## src/rtl/rx_err_stats_pkg.sv

```systemverilog
package rx_err_stats_pkg;

    localparam int NUM_CNT  = 3;
    localparam int ADDR_W   = 2;

    // Counter indices double as register addresses
    localparam int IDX_CRC   = 0;
    localparam int IDX_ALIGN = 1;
    localparam int IDX_DISC  = 2;

    typedef struct packed {
        logic addr_ok;
        logic no_buf;
        logic overrun;
        logic dribble;
        logic crc_bad;
    } frame_stat_t;

    typedef enum logic [1:0] {
        HIT_NONE    = 2'd0,
        HIT_CRC     = 2'd1,
        HIT_ALIGN   = 2'd2,
        HIT_DISCARD = 2'd3
    } hit_t;

    // Exclusion order: discard causes dominate, then address filter,
    // then alignment, then CRC.
    function automatic hit_t classify(input frame_stat_t s);
        if (s.no_buf || s.overrun)
            return HIT_DISCARD;
        else if (!s.addr_ok)
            return HIT_NONE;
        else if (s.dribble)
            return HIT_ALIGN;
        else if (s.crc_bad)
            return HIT_CRC;
        else
            return HIT_NONE;
    endfunction

    function automatic hit_t hit_of_index(input int idx);
        case (idx)
            IDX_CRC:   return HIT_CRC;
            IDX_ALIGN: return HIT_ALIGN;
            IDX_DISC:  return HIT_DISCARD;
            default:   return HIT_NONE;
        endcase
    endfunction

endpackage

```

## src/rtl/rx_err_classify.sv

```systemverilog
module rx_err_classify
    import rx_err_stats_pkg::*;
(
    input  logic                frame_end,
    input  frame_stat_t         stat,
    output logic [NUM_CNT-1:0]  inc
);

    hit_t hit;

    always_comb begin
        hit = frame_end ? classify(stat) : HIT_NONE;
    end

    for (genvar i = 0; i < NUM_CNT; i++) begin : g_inc
        assign inc[i] = (hit == hit_of_index(i));
    end

endmodule

```

## src/rtl/rx_err_counter.sv

```systemverilog
module rx_err_counter #(
    parameter int CNT_W = 32
) (
    input  logic             clk,
    input  logic             rst,
    input  logic             inc,
    input  logic             load,
    input  logic [CNT_W-1:0] load_val,
    output logic [CNT_W-1:0] q
);

    always_ff @(posedge clk) begin
        if (rst)
            q <= '0;
        else if (load)
            q <= load_val;
        else if (inc)
            q <= q + CNT_W'(1);
    end

endmodule

```

## src/rtl/rx_err_regif.sv

```systemverilog
module rx_err_regif
    import rx_err_stats_pkg::*;
#(
    parameter int CNT_W = 32
) (
    input  logic                chan_en,
    input  logic                reg_wr,
    input  logic [ADDR_W-1:0]   reg_addr,
    input  logic [CNT_W-1:0]    cnt [NUM_CNT],
    output logic [NUM_CNT-1:0]  load,
    output logic [CNT_W-1:0]    rdata
);

    logic wr_ok;
    assign wr_ok = reg_wr && !chan_en;

    for (genvar i = 0; i < NUM_CNT; i++) begin : g_dec
        assign load[i] = wr_ok && (reg_addr == ADDR_W'(i));
    end

    always_comb begin
        rdata = '0;
        for (int i = 0; i < NUM_CNT; i++) begin
            if (reg_addr == ADDR_W'(i))
                rdata = cnt[i];
        end
    end

endmodule

```

## src/rtl/rx_err_stats.sv

```systemverilog
module rx_err_stats
    import rx_err_stats_pkg::*;
#(
    parameter int CNT_W = 32
) (
    input  logic              clk,
    input  logic              rst,
    input  logic              chan_en,
    input  logic              frame_end,
    input  logic              st_addr_ok,
    input  logic              st_no_buf,
    input  logic              st_overrun,
    input  logic              st_dribble,
    input  logic              st_crc_bad,
    input  logic              reg_wr,
    input  logic [1:0]        reg_addr,
    input  logic [CNT_W-1:0]  reg_wdata,
    output logic [CNT_W-1:0]  reg_rdata,
    output logic [CNT_W-1:0]  crc_count,
    output logic [CNT_W-1:0]  align_count,
    output logic [CNT_W-1:0]  discard_count
);

    frame_stat_t         stat;
    logic [NUM_CNT-1:0]  inc;
    logic [NUM_CNT-1:0]  load;
    logic [CNT_W-1:0]    cnt [NUM_CNT];

    assign stat = '{addr_ok: st_addr_ok, no_buf: st_no_buf,
                    overrun: st_overrun, dribble: st_dribble,
                    crc_bad: st_crc_bad};

    rx_err_classify u_classify (
        .frame_end (frame_end),
        .stat      (stat),
        .inc       (inc)
    );

    rx_err_regif #(.CNT_W(CNT_W)) u_regif (
        .chan_en  (chan_en),
        .reg_wr   (reg_wr),
        .reg_addr (reg_addr),
        .cnt      (cnt),
        .load     (load),
        .rdata    (reg_rdata)
    );

    for (genvar i = 0; i < NUM_CNT; i++) begin : g_cnt
        rx_err_counter #(.CNT_W(CNT_W)) u_cnt (
            .clk      (clk),
            .rst      (rst),
            .inc      (inc[i]),
            .load     (load[i]),
            .load_val (reg_wdata),
            .q        (cnt[i])
        );
    end

    assign crc_count     = cnt[IDX_CRC];
    assign align_count   = cnt[IDX_ALIGN];
    assign discard_count = cnt[IDX_DISC];

endmodule

```

## config.mk

```make
export PLATFORM = sky130hd
export DESIGN_NAME = rx_err_stats
export DESIGN_NICKNAME = d
export VERILOG_FILES = /design/src/rtl/rx_err_stats_pkg.sv /design/src/rtl/rx_err_classify.sv /design/src/rtl/rx_err_counter.sv /design/src/rtl/rx_err_regif.sv /design/src/rtl/rx_err_stats.sv
export SDC_FILE = /design/constraint.sdc
export NUM_CORES = 1
export LEC_CHECK = 0
export ABC_AREA = 1
export BUFFER_PORTS_ARGS = -buffer_cell sky130_fd_sc_hd__buf_4
export CAP_MARGIN = 30
export CORE_MARGIN = 3
export CORE_UTILIZATION = 30
export CTS_CLUSTER_DIAMETER = 120
export DETAILED_ROUTE_END_ITERATION = 16
export PLACE_DENSITY = 0.58
export SYNTH_ARGS = -nofsm -noshare
export SYNTH_HDL_FRONTEND = slang
export SYNTH_SLANG_ARGS = --single-unit
```

## constraint.sdc

```tcl
create_clock -name clk -period 3.95 [get_ports clk]
set_input_delay 0.1975 -clock clk [delete_from_list [all_inputs] [get_ports clk]]
set_output_delay 0.1975 -clock clk [all_outputs]
set_load 0.02 [all_outputs]
```

After elaboration in Yosys (flattened, before gate mapping)
Cells that the tools add are included.
{"block": "classes", "n_addsub": 3, "n_mul": 0, "div": 0, "order_cmp": 0, "n_eq_ne": 5, "shifts": 0, "muxes": 14, "bitwise": 0, "n_reduce_logical": 10}
{"operator": "$mux 32", "count": 9}
{"operator": "$add 32x1->32 const B", "count": 3}
{"operator": "$mux 2", "count": 4}
{"operator": "$eq 2x2->1 const B", "count": 3}
{"operator": "$reduce_bool 2->1", "count": 3}
{"operator": "$eq 2x1->1 const B", "count": 2}
{"operator": "$logic_and 1x1->1", "count": 4}
{"operator": "$logic_not 2->1", "count": 1}
{"operator": "$logic_not 1->1", "count": 1}
{"operator": "$logic_or 1x1->1", "count": 1}
{"operator": "$mux 1", "count": 1}
{"block": "totals", "reg_bits": 96, "latch_bits": 0, "ramBits": 0, "mem_bits_ro": 0, "input_bits": 44, "out_inout_bits": 128, "elab_cells": 35, "n_memories": 0}

Logic depth before layout (Yosys ltp)
Gate-level depths: netlist (run 1).
{"block": "logic_depth", "ltp_word": 8, "depth_mapped": 10, "ltp_nobuf": 10}

By module
From an unflattened synthesis (run 1), not the netlist that was laid out.
{"block": "unflattened", "cells_unflattened": 1176, "area_unflattened_um2": 7467.2}
{"mod": "rx_err_counter", "instances": 3, "cells_per_inst": 337, "area_each_um2": 2199.6, "seq_area_each_um2": 640.6}
{"mod": "rx_err_regif", "instances": 1, "cells_per_inst": 153, "area_each_um2": 809.5, "seq_area_each_um2": 0.0}
{"mod": "rx_err_classify", "instances": 1, "cells_per_inst": 12, "area_each_um2": 58.8, "seq_area_each_um2": 0.0}

Worst setup path before layout (run 1)
OpenSTA, ideal clock, no wires.
{"block": "synth_path", "path_kind": "reg-to-reg", "start": "register g_cnt[0].u_cnt.q[1]", "end": "register g_cnt[0].u_cnt.q[20]", "setup_time_ns": 0.132, "arrival_ns": 1.562, "t_required_ns": 3.818, "slack_ns": 2.256, "path_stages_with_launch": 11, "n_path_buf": 0, "period_less_slack_ns": 1.694, "cell_sequence": "dfxtp_1 ha_1 nand2_1 nor2_2 nand2_1 nor2_2 nand2_1 nand2_1 nand2_1 a21oi_1 nor2_2"}
{"block": "synth_via", "elab_chain_cells": 3}
{"item": "start: declaration", "line": "rx_err_counter.sv:9", "text": "output logic [CNT_W-1:0] q"}
{"item": "start signal: assignment", "line": "rx_err_counter.sv:16", "text": "q <= load_val;"}
{"item": "start signal: assignment", "line": "rx_err_counter.sv:18", "text": "q <= q + CNT_W'(1);"}
{"item": "$add 32x1->32", "line": "rx_err_counter.sv:18"}
{"item": "$mux 32", "line": "rx_err_counter.sv:17", "text": "else if (inc)"}
{"item": "$mux 32", "line": "rx_err_counter.sv:15", "text": "else if (load)"}
Every way passes these cells. The select of a mux whose other input is x is not followed.
A chain may end at the register's enable or synchronous reset.

Worst setup path in the final report (run 1)
{"block": "layout_path", "start": "input reg_addr[1]", "end": "output reg_rdata[18]"}
{"block": "layout_via", "elab_chain_cells": 4, "elab_cells_between_ends": 6, "cone_classes": "eq/ne: 2; mux: 3; reduce/logical: 1"}
{"item": "start: declaration", "line": "rx_err_stats.sv:16", "text": "input logic [1:0] reg_addr,"}
{"item": "$logic_not 2->1", "line": "rx_err_regif.sv:24", "text": "if (reg_addr == ADDR_W'(i))"}
{"item": "$mux 32 (2 in a row)", "line": "rx_err_regif.sv:24"}
{"item": "$mux 32 (*)", "line": "rx_err_regif.sv:24"}
{"item": "end: declaration", "line": "rx_err_stats.sv:18", "text": "output logic [CNT_W-1:0] reg_rdata,"}
Every way passes the cells marked *; elsewhere a longest branch is shown, timed or not.

==> results of run 1 <==
## power by group
group / internal [mW] / switching [mW]
clock: 0.442 / 0.453
combinational: 0.123 / 0.239
sequential: 0.993 / 0.0461
## worst max-delay path by stage
stage,start,end
3_3_place_gp,reg_addr[1],g_cnt[1].u_cnt.q[9]$_SDFFE_PP0P_
5_1_grt,reg_addr[1],g_cnt[1].u_cnt.q[29]$_SDFFE_PP0P_
3_5_place_dp,reg_addr[1],g_cnt[1].u_cnt.q[9]$_SDFFE_PP0P_
2_1_floorplan,g_cnt[0].u_cnt.q[1]$_SDFFE_PP0P_,g_cnt[0].u_cnt.q[20]$_SDFFE_PP0P_
4_1_cts,reg_addr[1],reg_rdata[13]
6_report,reg_addr[1],reg_rdata[18]
## kinds of logic after synthesis
family	after synthesis	synth area share, %
compound gates	209	16.6
xor+xnor	39	4.64
buf+inv	200	11.4
flops	96	26.1
simple gates	700	40.7
fa+ha+maj	3	0.510
## worst register-to-register path: stages, from the launching register on
cell,delay (ps)
dfxtp_1,420
ha_1,190
nand2_1,90
nor2_2,190
nand2_1,190
nor2_1,360
nand2_1,100
nand2_1,70
nand3_1,80
a21oi_1,170
## cell type report
| type | instances | area (µm²) |
|---|---|---|
| Clock buffer | 9 | 225 |
| Clock inverter | 7 | 61.3 |
| Fill cell | 2661 | 14700 |
| Inverter | 160 | 613 |
| Multi-Input combinational cell | 951 | 4600 |
| Sequential cell | 96 | 1920 |
| Tap cell | 319 | 399 |
| Timing Repair Buffer | 172 | 1290 |
## cell usage in the layout (no fill, tap or decap), drive strengths merged, types with 12 or more instances in the layout
cell type  instances
buf              172
nor2             190
o22ai             12
a21oi             80
nand2            419
inv              164
xor2              34
o221ai            23
o21ai             74
nand3             73
dfxtp             96
a31oi             12
## per-stage QoR
step	area (µm²)	std cells
after global routing	9110	1714
after detailed placement	8820	1698
final	9110	1714
after global placement	8820	1698
after CTS	9110	1714
after floorplan	7360	1247
## layer usage
layer	GRT usage (%)	up-vias	wire length, µm
li1	-	4266	-
met1	32.8	3935	14300
met2	35.0	329	13600
met3	3.23	47	2050
met4	6.96	0	847
met5	0	-	0
==> flow_summary.toml, run 1 <==
[worst_setup_path]
cp.depth = 5
reg2reg_depth = 9
end_kind = "primary output"
path_cells = "buf_4 -> nor2_4 -> inv_1 -> o211ai_1 -> buf_4"
crit_type = "input port to primary output"
cpPeakStageDelay_ps = 530
reg2reg_to = "g_cnt[1].u_cnt.q[24]$_SDFFE_PP0P_"
path_common_cell = "buf_4"
crit_fanout = 24
cpMaxStageDelayCell = "inv_1"
startpoint_type = "input port"
cp_top_family = "buffers and inverters"
reg2reg_slack_ps = 2010
crit_buf_inv = 3
required_ps = 3750
arrival_ps = 1970
r2r_start = "g_cnt[1].u_cnt.q[0]$_SDFFE_PP0P_"

[place]
io_buffer_count = 171
dp_hpwl_mm = 24.5
pre_cts_slack_ps = 1450
gp_congestion = 0.935

[routing]
drt_pre_antenna_iters = 5
vias = 8577
wl_per_cell_um = 18.0
totalWireLength_mm = 30.8
viasPerCell = 5.00
drt-initial-drc-count = 860
drc = 0
ant_nets = 0

[sta]
skew_ps = 13.0
period_share_pct = 54.9
rsz0062_at_grt = "false"
drv_slew = 0
fmax_mhz = 461
min_period_ps = 2170
worst_slew_pin_slew_ps = 918
worst_slack_ps = 1780
setup_tns_ps = 0
hold_violations = 0
slew_headroom_pct = 38.8
timing.hold.ws_ps = 143
finalSetupViolCount = 0

[cts]
htreeDepth = 3
hold_buffers = 0
cts_resized = 0
clkTransAtPathRegs_ps = 80
root_buffer = "clkbuf_16"
cts_buffers = 9
clkSinkCount = 96
clk-insertion-delay-late_ps = 370
cts_tree = "done"
ctsLongestPathBuffers = 2
postCtsSetupRepairBufs = 0

[min_path]
hp-start = "reg_wdata[0]"
hold_class = "input port to flop"
hold_depth = 3
hold_path_end = "g_cnt[1].u_cnt.q[0]$_SDFFE_PP0P_"

[cells_and_area]
reg_top3 = "g_cnt.u_cnt.q x96"
largest_reg_flops = 96
top_register = "g_cnt.u_cnt.q"
area_delta_synth_final_pct = 23.7
nNetsFinal = 1437
num_antenna_cells = 0
post_route_cells_drive_above_1_share_pct = 17.9
fin_util_pct = 38.2

[synthesis]
synth_top_area_cell = "dfxtp_1"
yosysTopAreaCellShare_pct = 26.1
syn_inst = 1247
ys_ff_latch = 96
synthesis.area_um2 = 7360
ys_async_sr_fraction_pct = 0
synth-edff-count = 0
yosysSeqAreaShare_pct = 26.1
yosysMostFrequentCell = "nand2_1"
synthFlopType = "dfxtp_1"
syn_avg_cell_area_um2 = 5.90
yosys_warnings = 0
synthTopCellsByCount = "nand2_1 (414), nor2_1 (158), inv_1 (151), dfxtp_1 (96), a21oi_1 (80)"
yosys.cell_types.count = 41
synthTopCellsByArea = "dfxtp_1 (26%), nand2_1 (21%), nor2_1 (8.1%)"
synth_nets = 1294

[die]
fp-row-count = 56
initial_utilization_pct = 30.9
die_y_um = 163
die_area_um2 = 26500
die_w_um = 163
core_area_um2 = 23800
num_io_pins = 172

[pwr]
p_per_area_nw_per_um2 = 252
irDropWorstVdd_uv = 161
power.leakage_nw = 3.69
finalPower_mw = 2.30

[global_routing]
grt_pass1_vias = 7678
grt_max_degree = 46
overflow = 0
track_usage_pct = 22.7
grt_antenna_before_repair = 0
grt_pass1_wl_mm = 46.0

[run]
cap_violations = 0

[outcome]
status = "completed"
Power figures use the tool's default switching activity.
==> inputs of run 2 (changes only) <==
==> constraint.sdc (replaced) <==
create_clock -name clk -period 2.2 [get_ports clk]
set_input_delay 0.11 -clock clk [delete_from_list [all_inputs] [get_ports clk]]
set_output_delay 0.11 -clock clk [all_outputs]
set_load 0.02 [all_outputs]
==> run 2 against run 1 <==
- via count up 2.2%
- worst hold slack worse by 80 ps
- die area unchanged
- cell count up 0.99%
- critical path type is now flop to flop
- utilization up 0.69 points
- count of clock-buffer cells in the layout up 2
==> flow_summary.toml, run 2 (same netlist as run 1, synthesis figures left out) <==
[cells_and_area]
final_cell_mix = "nand2_1 (414), buf_4 (189), nor2_1 (158), inv_1 (151), dfxtp_1 (96)"
final_common_cell = "nand2_1"
largest_reg_flops = 96
finalNonFillerCells = 1731
reg_top3 = "g_cnt.u_cnt.q x96"
fin_area_um2 = 9270
post_route_cells_drive_above_1_share_pct = 18.8
top_register = "g_cnt.u_cnt.q"
area_delta_synth_final_pct = 26.0
nNetsFinal = 1454
fin_util_pct = 38.9
fill_cells = 2668
num_antenna_cells = 0

[min_path]
hold_class = "input port to flop"

[sta]
drv_slew = 0
setup_tns_ps = 0
skew_ps = 8.54
timing.hold.ws_ps = 62.4
finalSetupViolCount = 0
hold_violations = 0
worst_slack_ps = 318
rsz0062_at_grt = "false"
min_period_ps = 1880
period_share_pct = 85.6
fmax_mhz = 531
slew_headroom_pct = 32.6
worst_slew_pin_slew_ps = 1010

[place]
io_buffer_count = 171
place_inst = 1715
pre_cts_slack_ps = 327
dp_hpwl_mm = 25.0
gp_congestion = 0.954
dpl_cell_area_um2 = 8950

[routing]
viasPerCell = 5.06
wl_met1_mm = 13.8
drt_pre_antenna_iters = 5
dr_wl_met3_mm = 2.95
vias = 8765
wl_met2_mm = 14.5
dr.max_layer_used = "met4"
totalWireLength_mm = 31.7
ant_nets = 0
drt-initial-drc-count = 903
drc = 0
wl_per_cell_um = 18.3

[global_routing]
grt_max_degree = 77
grt_antenna_before_repair = 0
grt_pass1_vias = 7938
track_usage_pct = 23.4
overflow = 0
grt_pass1_wl_mm = 47.4

[die]
die_area_um2 = 26500
die_y_um = 163
core_area_um2 = 23800
die_w_um = 163
initial_utilization_pct = 30.9
fp-row-count = 56
num_io_pins = 172

[worst_setup_path]
arrival_ps = 2090
crit_fanout = 5
end_kind = "flop"
required_ps = 2410
reg2reg_slack_ps = 320
startpoint_type = "flop"
crit_type = "flop to flop"

[cts]
postCtsSetupRepairBufs = 0
cts_resized = 0
clk-insertion-delay-late_ps = 360
cts_buffers = 9
htreeDepth = 3
clkTransAtPathRegs_ps = 70
clkSinkCount = 96
root_buffer = "clkbuf_16"
hold_buffers = 0
ctsLongestPathBuffers = 2
cts_tree = "done"

[pwr]
p_per_area_nw_per_um2 = 467
power.leakage_nw = 3.79
finalPower_mw = 4.33
irDropWorstVdd_uv = 396

[run]
cap_violations = 0

[outcome]
status = "completed"
==> run 2: changes by cell type in the layout (fill, tap and decap cells not counted), sizes merged <==
cell      delta
clkbuf       +2
inv          -5
bufinv       +2
clkinvlp     +2
buf         +17
clkinv       -1
==> run 2: per-layer routing <==
layer,global-route usage [%],up-vias
met1,33.5,4036
met4,4.11,0
li1,-,4285
met5,0,-
met3,3.76,36
met2,37.6,408
==> run 2: path summary, 6_finish.rpt <==
path                            cells past startpoint                              from                           endpoint
worst max-delay path                                8  g_cnt[1].u_cnt.q[0]$_SDFFE_PP0P_  g_cnt[1].u_cnt.q[12]$_SDFFE_PP0P_
worst max register to register                      8  g_cnt[1].u_cnt.q[0]$_SDFFE_PP0P_  g_cnt[1].u_cnt.q[12]$_SDFFE_PP0P_
worst min register to register                      2  g_cnt[2].u_cnt.q[0]$_SDFFE_PP0P_   g_cnt[2].u_cnt.q[0]$_SDFFE_PP0P_
worst min-delay path                                3                      reg_wdata[1]   g_cnt[0].u_cnt.q[1]$_SDFFE_PP0P_
==> run 2: layout make-up <==
| cell class | instances | area [µm²] | area share (%) |
|---|---|---|---|
| timing repair buffer | 189 | 1420 | 15.3 |
| sequential | 96 | 1920 | 20.7 |
| tap | 319 | 399 | 4.30 |
| clock buffer | 11 | 243 | 2.62 |
| clock inverter | 5 | 80.1 | 0.863 |
| multi-input combinational | 951 | 4600 | 49.6 |
| inverter | 160 | 613 | 6.61 |
==> run 2: worst max-delay path: stages (launching register included) <==
cell and delay [ps]:
dfxtp_1 430, ha_1 190, nand2_1 80, nor2_2 190
nand2_1 190, nor2_1 310, xor2_1 110, a21oi_1 170
nor2_1 60
==> run 2: report_power, final <==
| part | internal [mW] | switching, mW |
|---|---|---|
| sequential | 1.78 | 0.0808 |
| combinational | 0.234 | 0.442 |
| clock | 1.03 | 0.764 |
==> inputs of run 3 (changes only) <==
--- a/config.mk
+++ b/config.mk
@@ -9,10 +9,10 @@
 export BUFFER_PORTS_ARGS = -buffer_cell sky130_fd_sc_hd__buf_4
 export CAP_MARGIN = 30
 export CORE_MARGIN = 3
-export CORE_UTILIZATION = 30
+export CORE_UTILIZATION = 38
 export CTS_CLUSTER_DIAMETER = 120
 export DETAILED_ROUTE_END_ITERATION = 16
-export PLACE_DENSITY = 0.58
+export PLACE_DENSITY = 0.68
 export SYNTH_ARGS = -nofsm -noshare
 export SYNTH_HDL_FRONTEND = slang
 export SYNTH_SLANG_ARGS = --single-unit
==> run 3 against run 2 <==
- via count rose by 0.41%
- count of clock-buffer cells in the layout grew 1
- die area fell by 20%
- combinational power down 0.6%
- sequential cell count unchanged
- wire length decreased by 5.5%
- total power down 4.6%
- critical endpoint is now g_cnt[1].u_cnt.q[20]$_SDFFE_PP0P_
- critical path type unchanged
==> flow_summary.toml, run 3 (same netlist as run 1, synthesis figures left out) <==
[outcome]
status = "completed"

[pwr]
p_per_area_nw_per_um2 = 451
irDropWorstVdd_uv = 402
power.leakage_nw = 3.76

[worst_setup_path]
arrival_ps = 2090
required_ps = 2410
cpMaxStageDelayCell = "dfxtp_1"
crit_fanout = 5
crit_type = "flop to flop"
startpoint_type = "flop"
crit_buf_inv = 0
cpPeakStageDelay_ps = 420
end_kind = "flop"
cp_top_family = "simple AND/OR/NAND/NOR gates"
path_cells = "ha_1 -> nand2_1 -> nor2_2 -> nand2_1 -> nor2_1 -> nand3_1 -> nand3_1 -> a21oi_1"

[run]
cap_violations = 0

[cts]
cts_tree = "done"
cts_resized = 0
cts_buffers = 9
root_buffer = "clkbuf_16"
htreeDepth = 3
ctsLongestPathBuffers = 2
clkTransAtPathRegs_ps = 70
hold_buffers = 0
clk-insertion-delay-late_ps = 360
postCtsSetupRepairBufs = 0
clkSinkCount = 96

[global_routing]
grt_pass1_wl_mm = 45.6
overflow = 0
track_usage_pct = 27.3
grt_max_degree = 77
grt_pass1_vias = 7973
grt_antenna_before_repair = 0

[routing]
totalWireLength_mm = 29.9
drt_pre_antenna_iters = 5
drc = 0
viasPerCell = 5.27
drt-initial-drc-count = 875
vias = 8801
wl_per_cell_um = 17.9
ant_nets = 0

[place]
gp_congestion = 0.989
place_inst = 1654
dp_hpwl_mm = 23.2
io_buffer_count = 171

[cells_and_area]
fin_util_pct = 48.5
fill_cells = 2045
final_common_cell = "nand2_1"
largest_reg_flops = 96
post_route_cells_drive_above_1_share_pct = 18.7
reg_top3 = "g_cnt.u_cnt.q x96"
multi_input_area_um2 = 4600
num_antenna_cells = 0
area_delta_synth_final_pct = 24.6
final_cell_mix = "nand2_1 (414), buf_4 (185), nor2_1 (158), inv_1 (151), dfxtp_1 (96)"
regArea_um2 = 1920
finalNonFillerCells = 1670
top_register = "g_cnt.u_cnt.q"
nNetsFinal = 1452

[sta]
rsz0062_at_grt = "false"
slew_headroom_pct = 33.8
min_period_ps = 1880
period_share_pct = 85.4
hold_violations = 0
setup_tns_ps = 0
worst_slew_pin_slew_ps = 993
finalSetupViolCount = 0
fmax_mhz = 532
timing.hold.ws_ps = 50.3
drv_slew = 0
skew_ps = 7.43

[die]
fp-row-count = 50
die_area_um2 = 21100
die_w_um = 145
num_io_pins = 172
initial_utilization_pct = 39.0
core_area_um2 = 18900
die_y_um = 145

[min_path]
hold_class = "input port to flop"
-- run 3: cell count changes in the layout (fill, tap and decap cells not counted) --
cell	previous run	this run
bufinv_16	2	0
clkinv_4	0	1
buf_12	0	2
buf_4	189	185
clkbuf_8	1	2
-- run 3: area by class of cell --
class                   count  area share [%]
well taps                 260            3.55
repair buffers            187            15.6
clock buffers              12            2.80
multi-input cells         951            50.1
flip-flops and latches     96            21.0
inverters                 160            6.68
clock inverters             4           0.314
-- run 3: final timing paths --
kind / startpoint / endpoint / slack (ps) / cells after the start
max reg2reg: g_cnt[1].u_cnt.q[1]$_SDFFE_PP0P_ / g_cnt[1].u_cnt.q[20]$_SDFFE_PP0P_ / 320 / 8
min: reg_wdata[1] / g_cnt[0].u_cnt.q[1]$_SDFFE_PP0P_ / 50 / 3
min reg2reg: g_cnt[2].u_cnt.q[0]$_SDFFE_PP0P_ / g_cnt[2].u_cnt.q[0]$_SDFFE_PP0P_ / 530 / 2
max: g_cnt[1].u_cnt.q[1]$_SDFFE_PP0P_ / g_cnt[1].u_cnt.q[20]$_SDFFE_PP0P_ / 320 / 8
-- run 3: where the power goes --
group / leakage, nW / internal, mW / switching, mW
combinational: 2.85 / 0.237 / 0.435
sequential: 0.778 / 1.78 / 0.0791
clock: 0.135 / 0.831 / 0.769
total: 3.76 / 2.85 / 1.28
-- run 3: metrics by stage --
stage,power [mW],setup WS [ps],instance area (µm²)
after global placement,2.56,415,8890
after global routing,4.25,135,9170
after floorplan,2.24,506,7360
final,4.14,321,9170
after detailed placement,2.56,382,8890
after CTS,4.14,353,9170
-- run 3: worst min-delay path, delay by kind of cell --
family,cells,cell delay (ps)
compound gates,1,70
simple gates,1,60
buf+inv,1,130
-- run 3: layer usage --
layer	routed length (µm)	up-vias	track usage [%]
li1	-	4273	-
met4	779	0	8.45
met1	12500	4021	38.5
met2	13600	458	43.1
met3	3050	49	4.00
met5	0	-	0
